File: config.mk
export PLATFORM = sky130hd
export DESIGN_NAME = keyed_wdt
export DESIGN_NICKNAME = d
export VERILOG_FILES = /design/src/rtl/wdt_pkg.sv /design/src/rtl/wdt_wr_decode.sv /design/src/rtl/wdt_prescaler.sv /design/src/rtl/wdt_counter.sv /design/src/rtl/wdt_csr.sv /design/src/rtl/keyed_wdt.sv
export SDC_FILE = /design/constraint.sdc
export NUM_CORES = 1
export LEC_CHECK = 0
export BUFFER_PORTS_ARGS = -buffer_cell sky130_fd_sc_hd__buf_2
export CORE_ASPECT_RATIO = 1.2
export CORE_MARGIN = 5
export CORE_UTILIZATION = 53
export DETAILED_ROUTE_END_ITERATION = 6
export PLACE_DENSITY = 0.75
export SYNTH_ARGS = -nofsm -noshare
export SYNTH_HDL_FRONTEND = slang
export SYNTH_SLANG_ARGS = --single-unit
File: constraint.sdc
create_clock -name clk_i -period 4.3 [get_ports clk_i]
set_input_delay 0.43 -clock clk_i [delete_from_list [all_inputs] [get_ports clk_i]]
set_output_delay 0.43 -clock clk_i [all_outputs]
set_load 0.005 [all_outputs]
File: src/rtl/wdt_pkg.sv
package wdt_pkg;
  localparam logic [7:0] CNT_KEY  = 8'h5A;
  localparam logic [7:0] CSR_KEY  = 8'hA5;
  localparam int         SEL_W    = 3;
  localparam int         EN_BIT   = 7;
  localparam int         FLAG_BIT = 6;

  typedef struct packed {
    logic             en;
    logic             flag;
    logic [SEL_W-1:0] sel;
  } csr_t;
endpackage

File: src/rtl/wdt_wr_decode.sv
module wdt_wr_decode #(
  parameter int BUS_W = 16
) (
  input  logic             wr_en_i,
  input  logic             wr_addr_i,
  input  logic [BUS_W-1:0] wr_data_i,
  output logic             cnt_we_o,
  output logic             csr_we_o,
  output logic [7:0]       wdata_o
);
  import wdt_pkg::*;

  localparam int KEY_LSB = BUS_W - 8;

  logic [7:0] key;

  assign key      = wr_data_i[KEY_LSB +: 8];
  assign wdata_o  = wr_data_i[7:0];
  assign cnt_we_o = wr_en_i && !wr_addr_i && (key == CNT_KEY);
  assign csr_we_o = wr_en_i &&  wr_addr_i && (key == CSR_KEY);
endmodule

File: src/rtl/wdt_prescaler.sv
module wdt_prescaler #(
  parameter int BASE_LOG2 = 5,
  parameter int SEL_W     = 3
) (
  input  logic             clk_i,
  input  logic             rst_ni,
  input  logic             en_i,
  input  logic             clr_i,
  input  logic [SEL_W-1:0] sel_i,
  output logic             tick_o
);
  localparam int PRE_W = BASE_LOG2 + (1 << SEL_W) - 1;

  logic [PRE_W-1:0] pre_q;
  logic [PRE_W-1:0] term;

  // terminal count = 2^(BASE_LOG2+sel) - 1
  assign term   = PRE_W'((1 << (BASE_LOG2 + int'(sel_i))) - 1);
  assign tick_o = en_i && (pre_q == term);

  always_ff @(posedge clk_i or negedge rst_ni) begin
    if (!rst_ni)     pre_q <= '0;
    else if (clr_i)  pre_q <= '0;
    else if (en_i)   pre_q <= tick_o ? '0 : pre_q + 1'b1;
  end

  assert_pre_bound_R5: assert property (@(posedge clk_i) disable iff (!rst_ni)
    pre_q <= term);

  assert_pre_hold_R6: assert property (@(posedge clk_i) disable iff (!rst_ni)
    (!en_i && !clr_i) |=> $stable(pre_q));
endmodule

File: src/rtl/wdt_counter.sv
module wdt_counter #(
  parameter int CNT_W = 8
) (
  input  logic             clk_i,
  input  logic             rst_ni,
  input  logic             ld_i,
  input  logic [CNT_W-1:0] ld_val_i,
  input  logic             tick_i,
  output logic [CNT_W-1:0] cnt_o,
  output logic             ovf_evt_o,
  output logic             ovf_o
);
  logic [CNT_W-1:0] cnt_q;

  // a reload in the wrap cycle wins and suppresses the overflow
  assign ovf_evt_o = tick_i && !ld_i && (&cnt_q);
  assign cnt_o     = cnt_q;

  always_ff @(posedge clk_i or negedge rst_ni) begin
    if (!rst_ni) begin
      cnt_q <= '0;
      ovf_o <= 1'b0;
    end else begin
      ovf_o <= ovf_evt_o;
      if (ld_i)        cnt_q <= ld_val_i;
      else if (tick_i) cnt_q <= cnt_q + 1'b1;
    end
  end

  assert_ovf_pulse_R7: assert property (@(posedge clk_i) disable iff (!rst_ni)
    ovf_o |=> !ovf_o);

  assert_ovf_wrap_R7: assert property (@(posedge clk_i) disable iff (!rst_ni)
    ovf_o |-> (cnt_q == '0));

  assert_cnt_stable_R2: assert property (@(posedge clk_i) disable iff (!rst_ni)
    (!ld_i && !tick_i) |=> $stable(cnt_q));
endmodule

File: src/rtl/wdt_csr.sv
module wdt_csr
  import wdt_pkg::*;
(
  input  logic       clk_i,
  input  logic       rst_ni,
  input  logic       we_i,
  input  logic [7:0] wdata_i,
  input  logic       ovf_evt_i,
  output csr_t       csr_o,
  output logic       sel_chg_o
);
  csr_t csr_q;

  assign csr_o     = csr_q;
  assign sel_chg_o = we_i && (wdata_i[SEL_W-1:0] != csr_q.sel);

  always_ff @(posedge clk_i or negedge rst_ni) begin
    if (!rst_ni) begin
      csr_q <= '0;
    end else begin
      if (we_i) begin
        csr_q.en  <= wdata_i[EN_BIT];
        csr_q.sel <= wdata_i[SEL_W-1:0];
      end
      // software may only clear the flag; a new overflow wins
      csr_q.flag <= ovf_evt_i | (we_i ? (csr_q.flag & wdata_i[FLAG_BIT]) : csr_q.flag);
    end
  end

  assert_flag_set_R7: assert property (@(posedge clk_i) disable iff (!rst_ni)
    ovf_evt_i |=> csr_q.flag);

  assert_flag_sticky_R8: assert property (@(posedge clk_i) disable iff (!rst_ni)
    (!we_i && csr_q.flag) |=> csr_q.flag);

  assert_csr_ignore_R3: assert property (@(posedge clk_i) disable iff (!rst_ni)
    !we_i |=> ($stable(csr_q.en) && $stable(csr_q.sel)));
endmodule

File: src/rtl/keyed_wdt.sv
module keyed_wdt #(
  parameter int BUS_W     = 16,
  parameter int BASE_LOG2 = 5
) (
  input  logic             clk_i,
  input  logic             rst_ni,
  input  logic             wr_en_i,
  input  logic             wr_addr_i,
  input  logic [BUS_W-1:0] wr_data_i,
  input  logic             rd_addr_i,
  output logic [7:0]       rd_data_o,
  output logic             ovf_o
);
  import wdt_pkg::*;

  logic       cnt_we, csr_we, sel_chg, tick, ovf_evt;
  logic [7:0] wdata, cnt;
  csr_t       csr;

  wdt_wr_decode #(.BUS_W(BUS_W)) u_dec (
    .wr_en_i  (wr_en_i),
    .wr_addr_i(wr_addr_i),
    .wr_data_i(wr_data_i),
    .cnt_we_o (cnt_we),
    .csr_we_o (csr_we),
    .wdata_o  (wdata)
  );

  wdt_csr u_csr (
    .clk_i    (clk_i),
    .rst_ni   (rst_ni),
    .we_i     (csr_we),
    .wdata_i  (wdata),
    .ovf_evt_i(ovf_evt),
    .csr_o    (csr),
    .sel_chg_o(sel_chg)
  );

  wdt_prescaler #(.BASE_LOG2(BASE_LOG2), .SEL_W(SEL_W)) u_pre (
    .clk_i (clk_i),
    .rst_ni(rst_ni),
    .en_i  (csr.en),
    .clr_i (sel_chg),
    .sel_i (csr.sel),
    .tick_o(tick)
  );

  wdt_counter #(.CNT_W(8)) u_cnt (
    .clk_i    (clk_i),
    .rst_ni   (rst_ni),
    .ld_i     (cnt_we),
    .ld_val_i (wdata),
    .tick_i   (tick),
    .cnt_o    (cnt),
    .ovf_evt_o(ovf_evt),
    .ovf_o    (ovf_o)
  );

  assign rd_data_o = rd_addr_i ? {csr.en, csr.flag, 3'b000, csr.sel} : cnt;

  assert_tick_gated_R6: assert property (@(posedge clk_i) disable iff (!rst_ni)
    (!csr.en && !cnt_we) |=> $stable(cnt));
endmodule

==> reports/results.md <==
* **relative area change from synthesis to final layout** 10.02%
* **Via Count** 1,775
* **first-pass iteration count of the detailed router** 4
* **Final Max Tran Viols** 0
* **area used by multi-input combinational logic** 0.001201 sq mm
* **detailed-placement wirelength estimate** 3251 um
* **Seq. cell area** 650.6 sq um
* **number of setup violations in the final report** 0
* **Worst-Skew Late Latency** 0.28 ns
* **pre-CTS worst setup slack** 1.604 ns
* **P per Cell Area** 250.2 mW/mm^2
* **via count of the first global-routing pass** 1,622
* **Post-Layout Inst Area** 0.002116 sq mm
* **Boundary Pins** 30
* **post-CTS setup repair buffer count** 0
* **worst path arrival time** 2.91 ns
* **Syn Area/Cell** 8.741 sq um
* **first-pass GRT wire length** 7424 um
* **overall die height** 75.99 um
* **routed wire length** 4392 um
* **share of async-settable or async-resettable flops after synthesis** 100.0%
* **final total power** 529.4 uW
* **fraction of post-synthesis cell area in the top cell type by area** 33.83%
* **initial core utilization** 53.82%
* **number of buffers inserted during clock tree synthesis** 3
* **cell area after placement** 0.002061 sq mm
* **total negative slack** 0 ns
* **warning count from the yosys run** 0
* **run status** finished clean
* **area fraction in compound gates after synthesis** 16.33%
* **share of synthesized cell area in and, or, nand and nor gates** 34.68%
* **power share of the combinational group** 15.9%
* **CTS tree** yes
* **Max Fclk** 0.3654 GHz
* **ranking of synthesized cells by instance count** dfrtp_1 (26), nand2_1 (20), nand3_1 (16), nor3_1 (13), nor2_1 (12)
* **wire length per cell after detailed routing** 15.74 um
* **Synth Area in XOR/XNOR** 2.733%
* **share of synthesized area spent on multiplexers** 5.856%
* **Yosys top cell by area** dfrtp_1
* **H-tree level count** 1
* **Startpoint Class** register
* **clock slew at the register clock pins of the worst setup and hold paths** 0.10 ns
* **largest driver fanout on the critical path** 18
* **worst path required time** 4.47 ns
* **hold slack final** 0.1414 ns
* **ANT nets after route** 0
* **number of placement rows** 24
* **class of the most critical hold timing path** input pin to asynchronous set/reset pin
* **Die W** 64.99 um
* **count of buffers inserted at the top-level ports** 29
* **maximum vdd drop** 0.1305 mV
* **overall overflow remaining after global route** 0
* **ratio of final minimum period to clock period** 63.64%
* **Gate Count Post-Synth** 220
* **detail-routed via count per cell** 6.362
* **most instantiated library cell after synthesis** dfrtp_1
* **most area-consuming cells after synthesis** dfrtp_1 (34%), mux2_2 (5.9%), nand3_1 (4.2%)
* **headroom to the max-slew limit** 49.20%
* **Max Cap Viol** 0
* **Seq cells post-synth** 26
* **number of fillers in the final layout** 326
* **post-cts sizing count** 0
* **Clock Skews** 0.007909 ns
* **count of flip-flops with a built-in enable after synthesis** 0
* **slew at the pin closest to its max-slew limit** 0.7592 ns
* **placed insts** 275
* **clock sink count** 26
* **residual DRC count** 0
* **cell at the root of the clock tree** clkbuf_8
* **post-route core utilization** 59.21%
* **largest buffer count on any clock path** 2
* **Synth Area in Adders** 2.472%
* **number of diodes added for antenna fixing** 0
* **number of DRC markers after the initial detailed-route iteration** 138
* **switch share** 28.05%
* **Most used DFF post-synth** dfrtp_1
* **number of nets at the end of the flow** 265
* **cts-stage hold buffer count** 0
* **Static Leakage** 0.9407 nW
* **min cycle time layout** 2.737 ns
* **capturing element type of the critical path** register
* **non-filler cells, final** 279
* **area of the core** 0.003573 sq mm
* **mapped cell area** 0.001923 sq mm
* **antenna violations before repair** 0
* **type of the setup path with the least slack** register to register
* **full die area** 0.004938 sq mm
* **sequential area share after synthesis** 33.83%
* **Sw Pwr** 148.5 uW
* **Clk network pwr share** 30.7%
* **combinational family with the most area after synthesis** simple AND/OR/NAND/NOR gates
* **Setup WS post-layout** 1.563 ns
* **count of unique library cells instantiated by Yosys** 49
* **total global-route track usage** 18.27%
* **hold violation count in the final report** 0
* **power share of the sequential group** 53.4%
* **pin count of the biggest net entering global routing** 27
* **RSZ-0062 raised after global routing** no
* **fraction of layout instances using a drive strength above 1** 21.67%
* **routability-driven placement congestion ratio** 0.8771
* **internal cell power** 380.9 uW
power by group through the flow:
stage          sequential, mW  clock (mW)  combinational, mW
6_report                0.283       0.162             0.0844
5_1_grt                 0.285       0.174             0.0927
4_1_cts                 0.282       0.165             0.0840
3_5_place_dp            0.287           0             0.0833
3_3_place_gp            0.287           0             0.0821
2_1_floorplan           0.272           0             0.0672
final timing paths:
path                           startpoint              to  slack (ns)  cells past startpoint
max                        u_csr.csr_o[1]  u_pre.pre_q[2]        1.56                      7
min                                rst_ni  u_cnt.cnt_o[2]        0.14                      1
max reg2reg                u_csr.csr_o[1]  u_pre.pre_q[2]        1.56                      7
min reg2reg                u_csr.csr_o[3]  u_csr.csr_o[3]        0.57                      2
max in group asynchronous          rst_ni  u_csr.csr_o[3]        3.77                      1
min in group clk_i           wr_data_i[3]  u_cnt.cnt_o[3]        0.38                      3
per-layer routing:
| layer | vias up | track usage [%] | part of all wire [%] |
|---|---|---|---|
| li1 | 865 | - | - |
| met1 | 840 | 24.21 | 43 |
| met2 | 61 | 30.60 | 50 |
| met5 | - | 0 | 0 |
| met3 | 9 | 3.540 | 5.9 |
| met4 | 0 | 3.805 | 1.3 |
cells in the final DEF (no fill, tap or decap), types with 3 or more instances in the layout:
master    netlist  layout
mux2_2         10      10
a31oi_1         3       3
a21o_1          4       4
a211oi_1        3       3
clkbuf_8        0       4
dfrtp_1        26      26
o211ai_1        3       3
nor2_1         12      12
nor4bb_1        4       4
nand3b_1        7       7
nor3_1         13      13
a221o_1         5       5
a21oi_1         9       9
or2_2           3       3
nand3_1        16      16
nor3b_1         3       3
nor2b_1         4       4
nand2_1        20      20
o21ai_0         5       5
and3_1          8       8
buf_2           3      29
and2_1          4       4
nand4b_1        4       4
ha_1            3       3
xnor2_1         4       4
final cells by class:
cell class | count | area share, %
multi-input cells | 178 | 56.77
flip-flops and latches | 26 | 30.75
inverters | 2 | 0.3548
repair buffers | 30 | 7.215
clock buffers | 4 | 2.602
well taps | 39 | 2.306
worst max-delay path: stages, from the launching register on:
cell     delay, ns
dfrtp_1       0.62
a21bo_2       0.20
a41o_1        0.18
or4b_4        0.48
nor4_4        0.48
buf_4         0.31
nor4b_1       0.08
a211o_1       0.29
sequential cells by signal, summed over array words and instances (netlist names):
| signal | flops |
|---|---|
| u_pre.pre_q | 12 |
| u_cnt.cnt_o | 8 |
| u_csr.csr_o | 5 |
| u_cnt.ovf_o | 1 |
logic make-up (layout without fill, tap and decap cells):
family / count (synthesis) / after routing
other cells: 1 / 2
buf+inv: 17 / 36
xor+xnor: 6 / 6
flops: 26 / 26
simple gates: 113 / 113
mux: 10 / 10
compound gates: 43 / 43
fa+ha+maj: 4 / 4
(Power assumes the default switching activity.)
